<file path="src/rtl/btm_pkg.sv">
package btm_pkg;

    localparam int DATA_W = 8;
    localparam int IDX_W  = $clog2(DATA_W);
    localparam int OP_W   = 8;

    typedef enum logic [2:0] {
        K_NONE,
        K_BRANCH,
        K_BITCLR,
        K_BITSET,
        K_MASKSET,
        K_MASKCLR,
        K_MASKTEST
    } op_kind_e;

    typedef struct packed {
        logic              valid;
        logic              wr_en;
        logic [DATA_W-1:0] wr_data;
        logic              n_we;
        logic              n_val;
        logic              v_we;
        logic              v_val;
        logic              z_we;
        logic              z_val;
        logic              br_taken;
    } result_t;

endpackage

</file>
<file path="src/rtl/btm_decode.sv">
module btm_decode
    import btm_pkg::*;
(
    input  logic [OP_W-1:0]  opcode,
    output op_kind_e         kind,
    output logic [IDX_W-1:0] bit_idx
);

    // The bit index lives in the upper nibble below the polarity bit.
    assign bit_idx = opcode[4 +: IDX_W];

    always_comb begin
        kind = K_NONE;
        if (opcode[3:0] == 4'hF) begin
            kind = K_BRANCH;
        end else if (opcode[3:0] == 4'h7) begin
            kind = opcode[7] ? K_BITSET : K_BITCLR;
        end else begin
            case (opcode)
                8'h04, 8'h0C:               kind = K_MASKSET;
                8'h14, 8'h1C:               kind = K_MASKCLR;
                8'h83, 8'h93, 8'hA3, 8'hB3: kind = K_MASKTEST;
                default:                    kind = K_NONE;
            endcase
        end
    end

endmodule

</file>
<file path="src/rtl/btm_bitop.sv">
module btm_bitop
    import btm_pkg::*;
(
    input  logic [DATA_W-1:0] mem_byte,
    input  logic [IDX_W-1:0]  bit_idx,
    input  logic              set_mode,
    output logic              bit_hit,
    output logic [DATA_W-1:0] new_byte
);

    logic [DATA_W-1:0] sel;

    // One-hot selector, one decode comparator per bit position.
    for (genvar gi = 0; gi < DATA_W; gi++) begin : g_sel
        assign sel[gi] = (bit_idx == IDX_W'(gi));
    end

    assign bit_hit  = |(mem_byte & sel);
    assign new_byte = set_mode ? (mem_byte | sel) : (mem_byte & ~sel);

endmodule

</file>
<file path="src/rtl/btm_maskop.sv">
module btm_maskop
    import btm_pkg::*;
(
    input  logic [DATA_W-1:0] mem_byte,
    input  logic [DATA_W-1:0] acc_byte,
    input  logic [DATA_W-1:0] imm_byte,
    input  logic              clr_mode,
    output logic [DATA_W-1:0] mod_byte,
    output logic              test_zero
);

    assign mod_byte  = clr_mode ? (mem_byte & ~acc_byte) : (mem_byte | acc_byte);
    assign test_zero = ~|(mem_byte & imm_byte);

endmodule

</file>
<file path="src/rtl/bit_modify_unit.sv">
module bit_modify_unit
    import btm_pkg::*;
(
    input  logic              clk,
    input  logic              rst_n,
    input  logic              in_valid,
    input  logic [OP_W-1:0]   opcode,
    input  logic [DATA_W-1:0] mem_byte,
    input  logic [DATA_W-1:0] acc_byte,
    input  logic [DATA_W-1:0] imm_byte,
    output logic              out_valid,
    output logic              wr_en,
    output logic [DATA_W-1:0] wr_data,
    output logic              n_we,
    output logic              n_val,
    output logic              v_we,
    output logic              v_val,
    output logic              z_we,
    output logic              z_val,
    output logic              branch_taken
);

    op_kind_e          kind;
    logic [IDX_W-1:0]  bit_idx;
    logic              bit_hit;
    logic [DATA_W-1:0] bit_byte;
    logic [DATA_W-1:0] mask_byte;
    logic              mask_zero;
    result_t           res_d;
    result_t           res_q;

    btm_decode u_decode (
        .opcode  (opcode),
        .kind    (kind),
        .bit_idx (bit_idx)
    );

    btm_bitop u_bitop (
        .mem_byte (mem_byte),
        .bit_idx  (bit_idx),
        .set_mode (kind == K_BITSET),
        .bit_hit  (bit_hit),
        .new_byte (bit_byte)
    );

    btm_maskop u_maskop (
        .mem_byte  (mem_byte),
        .acc_byte  (acc_byte),
        .imm_byte  (imm_byte),
        .clr_mode  (kind == K_MASKCLR),
        .mod_byte  (mask_byte),
        .test_zero (mask_zero)
    );

    always_comb begin
        res_d = '0;
        if (in_valid) begin
            res_d.valid = 1'b1;
            case (kind)
                K_BRANCH: begin
                    res_d.br_taken = opcode[OP_W-1] ? bit_hit : ~bit_hit;
                end
                K_BITCLR, K_BITSET: begin
                    res_d.wr_en   = 1'b1;
                    res_d.wr_data = bit_byte;
                end
                K_MASKSET, K_MASKCLR: begin
                    res_d.wr_en   = 1'b1;
                    res_d.wr_data = mask_byte;
                    res_d.n_we    = 1'b1;
                    res_d.v_we    = 1'b1;
                    res_d.z_we    = 1'b1;
                    res_d.n_val   = mask_byte[DATA_W-1];
                    res_d.v_val   = mask_byte[DATA_W-2];
                    res_d.z_val   = ~|mask_byte;
                end
                K_MASKTEST: begin
                    res_d.n_we  = 1'b1;
                    res_d.v_we  = 1'b1;
                    res_d.z_we  = 1'b1;
                    res_d.n_val = mem_byte[DATA_W-1];
                    res_d.v_val = mem_byte[DATA_W-2];
                    res_d.z_val = mask_zero;
                end
                default: ;
            endcase
        end
    end

    always_ff @(posedge clk or negedge rst_n) begin
        if (!rst_n) begin
            res_q <= '0;
        end else begin
            res_q <= res_d;
        end
    end

    assign out_valid    = res_q.valid;
    assign wr_en        = res_q.wr_en;
    assign wr_data      = res_q.wr_data;
    assign n_we         = res_q.n_we;
    assign n_val        = res_q.n_val;
    assign v_we         = res_q.v_we;
    assign v_val        = res_q.v_val;
    assign z_we         = res_q.z_we;
    assign z_val        = res_q.z_val;
    assign branch_taken = res_q.br_taken;

endmodule

</file>
<file path="config.mk">
export PLATFORM = sky130hd
export DESIGN_NAME = bit_modify_unit
export DESIGN_NICKNAME = d
export VERILOG_FILES = /design/src/rtl/btm_pkg.sv /design/src/rtl/btm_decode.sv /design/src/rtl/btm_bitop.sv /design/src/rtl/btm_maskop.sv /design/src/rtl/bit_modify_unit.sv
export SDC_FILE = /design/constraint.sdc
export NUM_CORES = 1
export LEC_CHECK = 0
export BUFFER_PORTS_ARGS = -buffer_cell sky130_fd_sc_hd__buf_4
export CORE_ASPECT_RATIO = 0.8
export CORE_MARGIN = 2
export CORE_UTILIZATION = 42
export DETAILED_ROUTE_END_ITERATION = 8
export GPL_ROUTABILITY_DRIVEN = 0
export PLACE_DENSITY_LB_ADDON = 0.12
export SYNTH_ARGS = -nofsm -noshare
export SYNTH_HDL_FRONTEND = slang
export SYNTH_HIERARCHICAL = 1
export SYNTH_SLANG_ARGS = --single-unit
</file>
<file path="constraint.sdc">
create_clock -name clk -period 0.8 [get_ports clk]
set_clock_uncertainty 0.15 [all_clocks]
set_input_delay 0.08 -clock clk [delete_from_list [all_inputs] [get_ports clk]]
set_output_delay 0.08 -clock clk [all_outputs]
set_load 0.01 [all_outputs]
</file>
# Word level (Yosys, flattened, before mapping)
# Index checks and enable logic that the tools add are counted.
[totals]
register_bits = 17
inputBits = 35
wordCells = 64
[op_classes]
n_eq_ne = 23
muxes = 11
n_bitwise = 9
reduce_logical = 11
[op_table]
columns = ["op", "count"]
rows = [
  ["8-bit AND", 4],
  ["8-bit == test (second input constant)", 4],
  ["8-bit OR reduction", 3],
  ["3-bit == test (second input constant)", 7],
  ["9-bit case mux with 2 select lines", 1],
  ["17-bit two-way mux", 1],
  ["8-bit by 5-bit == test with 1-bit output (second input constant)", 2],
  ["8-bit two-way mux", 2],
  ["8-bit NOT", 2],
  ["8-bit OR", 2],
  ["3-bit by 2-bit == test with 1-bit output (second input constant)", 4],
  ["6-bit case mux with 2 select lines", 1],
  ["3-bit case mux with 3 select lines", 1],
  ["8-bit by 3-bit == test with 1-bit output (second input constant)", 1],
  ["8-bit by 4-bit == test with 1-bit output (second input constant)", 1],
  ["2-bit OR reduction", 4],
  ["3-bit by 1-bit == test with 1-bit output (second input constant)", 2],
  ["3-bit two-way mux", 2],
  ["4-bit by 3-bit == test with 1-bit output (second input constant)", 1],
  ["4-bit == test (second input constant)", 1],
  ["4-bit OR reduction", 1],
  ["3-bit zero test", 1],
  ["1-bit two-way mux", 3],
  ["1-bit zero test", 2],
  ["1-bit NOT", 1],
]

# Depth between registers and ports, before layout
[logic_depth]
ltp_word = 11
mapped_depth = 10

# By module
# Netlist, hierarchy kept.
[modules_own_cells]
columns = ["module", "instances", "cells_per_inst", "area_each_um2", "seq_area_each_um2"]
rows = [
  ["bit_modify_unit", 1, 61, 646.9, 375.4],
  ["btm_bitop", 1, 22, 235.2, 0.0],
  ["btm_maskop", 1, 22, 153.9, 0.0],
  ["btm_decode", 1, 15, 101.3, 0.0],
]

# Worst setup path before layout
# OpenSTA, ideal clock, no wires.
[synth_timing]
path_kind = "input to register"
from = "input opcode[5]"
to = "register res_q, in the netlist branch_taken"
setup_time_ns = 0.105
arrival_time_ns = 1.446
required_time_ns = 0.545
setup_slack_ns = -0.901
path_stages = 6
n_path_buf = 2
path_cell_list = "buf_4 > buf_6 > mux4_1 > mux2_2 > xor2_1 > nor4b_1"
[synth_rtl]
columns = ["element", "line", "rtl"]
rows = [
  ["from (decl)", "bit_modify_unit.sv:7", "input logic [OP_W-1:0] opcode,"],
  ["to (signal assigned)", "bit_modify_unit.sv:94", "res_q <= res_d;"],
  ["to (decl)", "bit_modify_unit.sv:30", "result_t res_q;"],
]

==> PnR_summary.wiki <==
{| class="wikitable"
! Metric !! Value
|-
| Antenna violations before repair || 0
|-
| Count of placed standard cells in the final layout, fillers left out || 226
|-
| Slew at the pin closest to its max-slew limit || 0.278 ns
|-
| Adder-Cell Fraction of Synth Area || 0.0220
|-
| Floorplan core area || 2500 um^2
|-
| Area enclosed by the die boundary || 3140 um^2
|-
| Boundary Pins || 52
|-
| Clock tree from TritonCTS || done
|-
| Arrival time at the worst endpoint || 1.51 ns
|-
| Synth Area in Simple Gates || 0.217
|-
| 1st-iter DRT viols || 20
|-
| Max FO, Critical Path || 4
|-
| Number of antenna cells inserted || 0
|-
| Detailed-routing iteration count for the pre-antenna-repair pass || 4
|-
| Wire length per cell || 15.7 um
|-
| Most frequent standard cell in the layout excluding fill and tap cells || sky130_fd_sc_hd__buf_4
|-
| Max capacitance violation total || 0
|-
| Number of hold violations in the final report || 11
|-
| Mapped Avg Cell Area || 9.48 um^2
|-
| Count of endpoints failing setup in the final report || 31
|-
| Number of synthesized register bits || 15
|-
| Prevailing post-synth register cell || sky130_fd_sc_hd__dfrtp_1
|-
| Total number of H-tree levels || 1
|-
| CTS sink cnt || 15
|-
| Effective utilization at floorplan || 0.455
|-
| Worst setup slack after layout || -0.657 ns
|-
| Total Power || 0.00182 W
|-
| Total number of vias || 1187
|-
| Critical path startpoint category || input port
|-
| Required time worst endpoint || 0.86 ns
|-
| Die outline height || 50.5 um
|-
| Buffers from clock root to sink, at most || 2
|-
| Sequential share of the synthesized area || 0.330
|-
| Average vias per placed instance || 5.25
|-
| Post-layout net count || 228
|-
| Pins over their slew limit || 0
|-
| Rel. slew slack || 0.815
|-
| Area fraction in compound gates after synthesis || 0.109
|-
| RSZ-0062 raised after global routing || true
|-
| Gate count of the mapped netlist || 120
|-
| Peak supply drop || 1.04 mV
|-
| Utilization after layout || 0.800
|-
| Stage delay of the slowest cell on the critical path || 0.28 ns
|-
| Synthesis-to-finish area growth || 76.0%
|-
| Commonest non-fill, non-tap cells in the layout || sky130_fd_sc_hd__buf_4, sky130_fd_sc_hd__buf_6, sky130_fd_sc_hd__dfrtp_1
|-
| Fin crit share || 1.82
|-
| Cell with the largest stage delay on the worst path || sky130_fd_sc_hd__nor4b_4
|-
| Endpoint, Worst Hold || out_valid$_DFF_PN0_
|-
| Min Clock Period, post-route || 1.46 ns
|-
| Leftover overflow at the end of global routing || 0
|-
| First-pass GRT wire length || 5.87 mm
|-
| Hold depth || 1
|-
| Number of buffers added to fix hold violations after cts || 1
|-
| Final wirelength || 3.56 mm
|-
| Die outline width || 62.2 um
|-
| Worst Hold Launch || in_valid
|-
| Critical setup path kind || input port to flop
|-
| Number of flops mapped to enable cells by yosys || 0
|-
| Cell Chain, Critical Path || buf_8 > nor4b_4 > nand3_1 > nand2_1 > and3_4 > mux2i_2 > nor4_2 > nand4_1 > a21boi_1
|-
| IO Port Bufs || 51
|-
| Element type at the critical path end || flop
|-
| Main combinational cell family by area after synthesis || simple AND/OR/NAND/NOR gates
|-
| Pre-CTS setup slack || -1.07 ns
|-
| Multiplexer fraction of the synthesized cell area || 0.206
|-
| Total routing resource utilization after global routing || 0.243
|-
| Number of unique standard cell types used by synthesis || 33
|-
| Static power due to leakage || 0.948 nW
|-
| Clock buffer count from CTS || 3
|-
| Remaining design rule violation count || 0
|-
| Largest net degree at the start of global routing || 16
|-
| Total number of placement rows || 16
|-
| Placed cells || 217
|-
| XOR/XNOR Fraction of Synth Area || 0.00770
|-
| HPWL after detailed placement || 2.56 mm
|-
| CTS Root Cell || sky130_fd_sc_hd__clkbuf_4
|-
| Share of final-layout standard cells stronger than drive strength 1 || 0.674
|-
| Outcome || finished, violations left
|-
| Number of routed nets with antenna violations || 0
|-
| Violated checks || hold timing, setup timing
|-
| Worst-path clk slew || 0.08 ns
|-
| Asr flop ratio synth || 1.00
|-
| Number of nets produced by synthesis || 157
|-
| Type of the tightest min-delay check || input port to flop
|-
| Synthesis Warnings || 6
|-
| Worst hold slack across all endpoints || -0.145 ns
|-
| Fmax achieved || 0.686 GHz
|-
| Vias in the first global route || 1277
|-
| Post-Synthesis Cell Area || 1140 um^2
|-
| P per Cell Area || 908 nW/um^2
|}
==> cell families after synthesis <==
group | count (synthesis)
fa+ha+maj | 2
xor+xnor | 1
buf+inv | 23
compound gates | 17
mux | 19
flops | 15
simple gates | 43
==> flip-flops by register name, summed over array words and instances, names as in the netlist <==
signal and flops:
wr_data 8, wr_en 1, n_val 1, branch_taken 1, v_val 1, out_valid 1, z_val 1, n_we 1
==> Yosys cell counts (3+ instances only) <==
cell type                  instances  area [um^2]
sky130_fd_sc_hd__a22oi_1          10         75.1
sky130_fd_sc_hd__buf_4             5         37.5
sky130_fd_sc_hd__dfrtp_1          15          375
sky130_fd_sc_hd__inv_1            11         41.3
sky130_fd_sc_hd__mux2_2            9          101
sky130_fd_sc_hd__mux2i_1           8         80.1
sky130_fd_sc_hd__nand2_1          13         48.8
sky130_fd_sc_hd__nand3_1           3         15.0
sky130_fd_sc_hd__nand3b_1          3         22.5
sky130_fd_sc_hd__nor2_1           11         41.3
sky130_fd_sc_hd__nor3b_1           3         22.5
==> worst max path at each step <==
stage | start | endpoint | slack (ns)
2_1_floorplan | opcode[4] | branch_taken$_DFF_PN0_ | -0.82
3_3_place_gp | opcode[0] | z_val$_DFF_PN0_ | -1.02
3_5_place_dp | opcode[0] | z_val$_DFF_PN0_ | -1.07
4_1_cts | opcode[5] | z_val$_DFF_PN0_ | -0.63
5_1_grt | opcode[5] | z_val$_DFF_PN0_ | -0.77
6_report | opcode[5] | z_val$_DFF_PN0_ | -0.66
==> routing by layer <==
metal  global-route usage  up-vias  wire length [um]
met2                0.464       48              1870
met3               0.0538       10               152
li1                     -      555                 -
met5                    0        -                 0
met4               0.0815        0                57
met1                0.272      574              1470
==> worst max-delay path, delay by kind of cell <==
family | cells | cell delay, ns
AND/OR/NAND/NOR | 6 | 1.09
buffers and inverters | 1 | 0.10
AO/OA/AOI/OAI | 1 | 0.14
multiplexers | 1 | 0.10
==> through the flow <==
stage / instance area (um^2) / TNS, ns / hold slack (ns)
after floorplan: 1190 / -8.94 / -0.366
after global placement: 1680 / -12.40 / -0.215
after detailed placement: 1680 / -12.96 / -0.210
after CTS: 1950 / -11.00 / -0.150
after global routing: 2000 / -12.90 / -0.163
final: 2000 / -11.37 / -0.145
==> layout make-up <==
type,count,area [um^2]
well taps,36,45.0
fillers,151,500
repair buffers,77,674
flip-flops and latches,15,375
multi-input cells,83,837
clock buffers,4,26.3
inverters,11,43.8
==> where the power goes <==
| part | internal, W | switching [W] | leakage (nW) |
|---|---|---|---|
| clock | 0.000194 | 0.000229 | 0.0150 |
| combinational | 0.000369 | 0.000257 | 0.726 |
| sequential | 0.000766 | 0.00000444 | 0.207 |
| total | 0.00133 | 0.000490 | 0.948 |
==> repair_timing <==
item	CTS	global route
endpoints found under the hold margin	27	13
pin swaps	16	14
setup endpoints to repair	31	31
gates cloned	1	0
buffers inserted	4	3
gates resized for setup	57	9
Power figures use the tool's default switching activity.
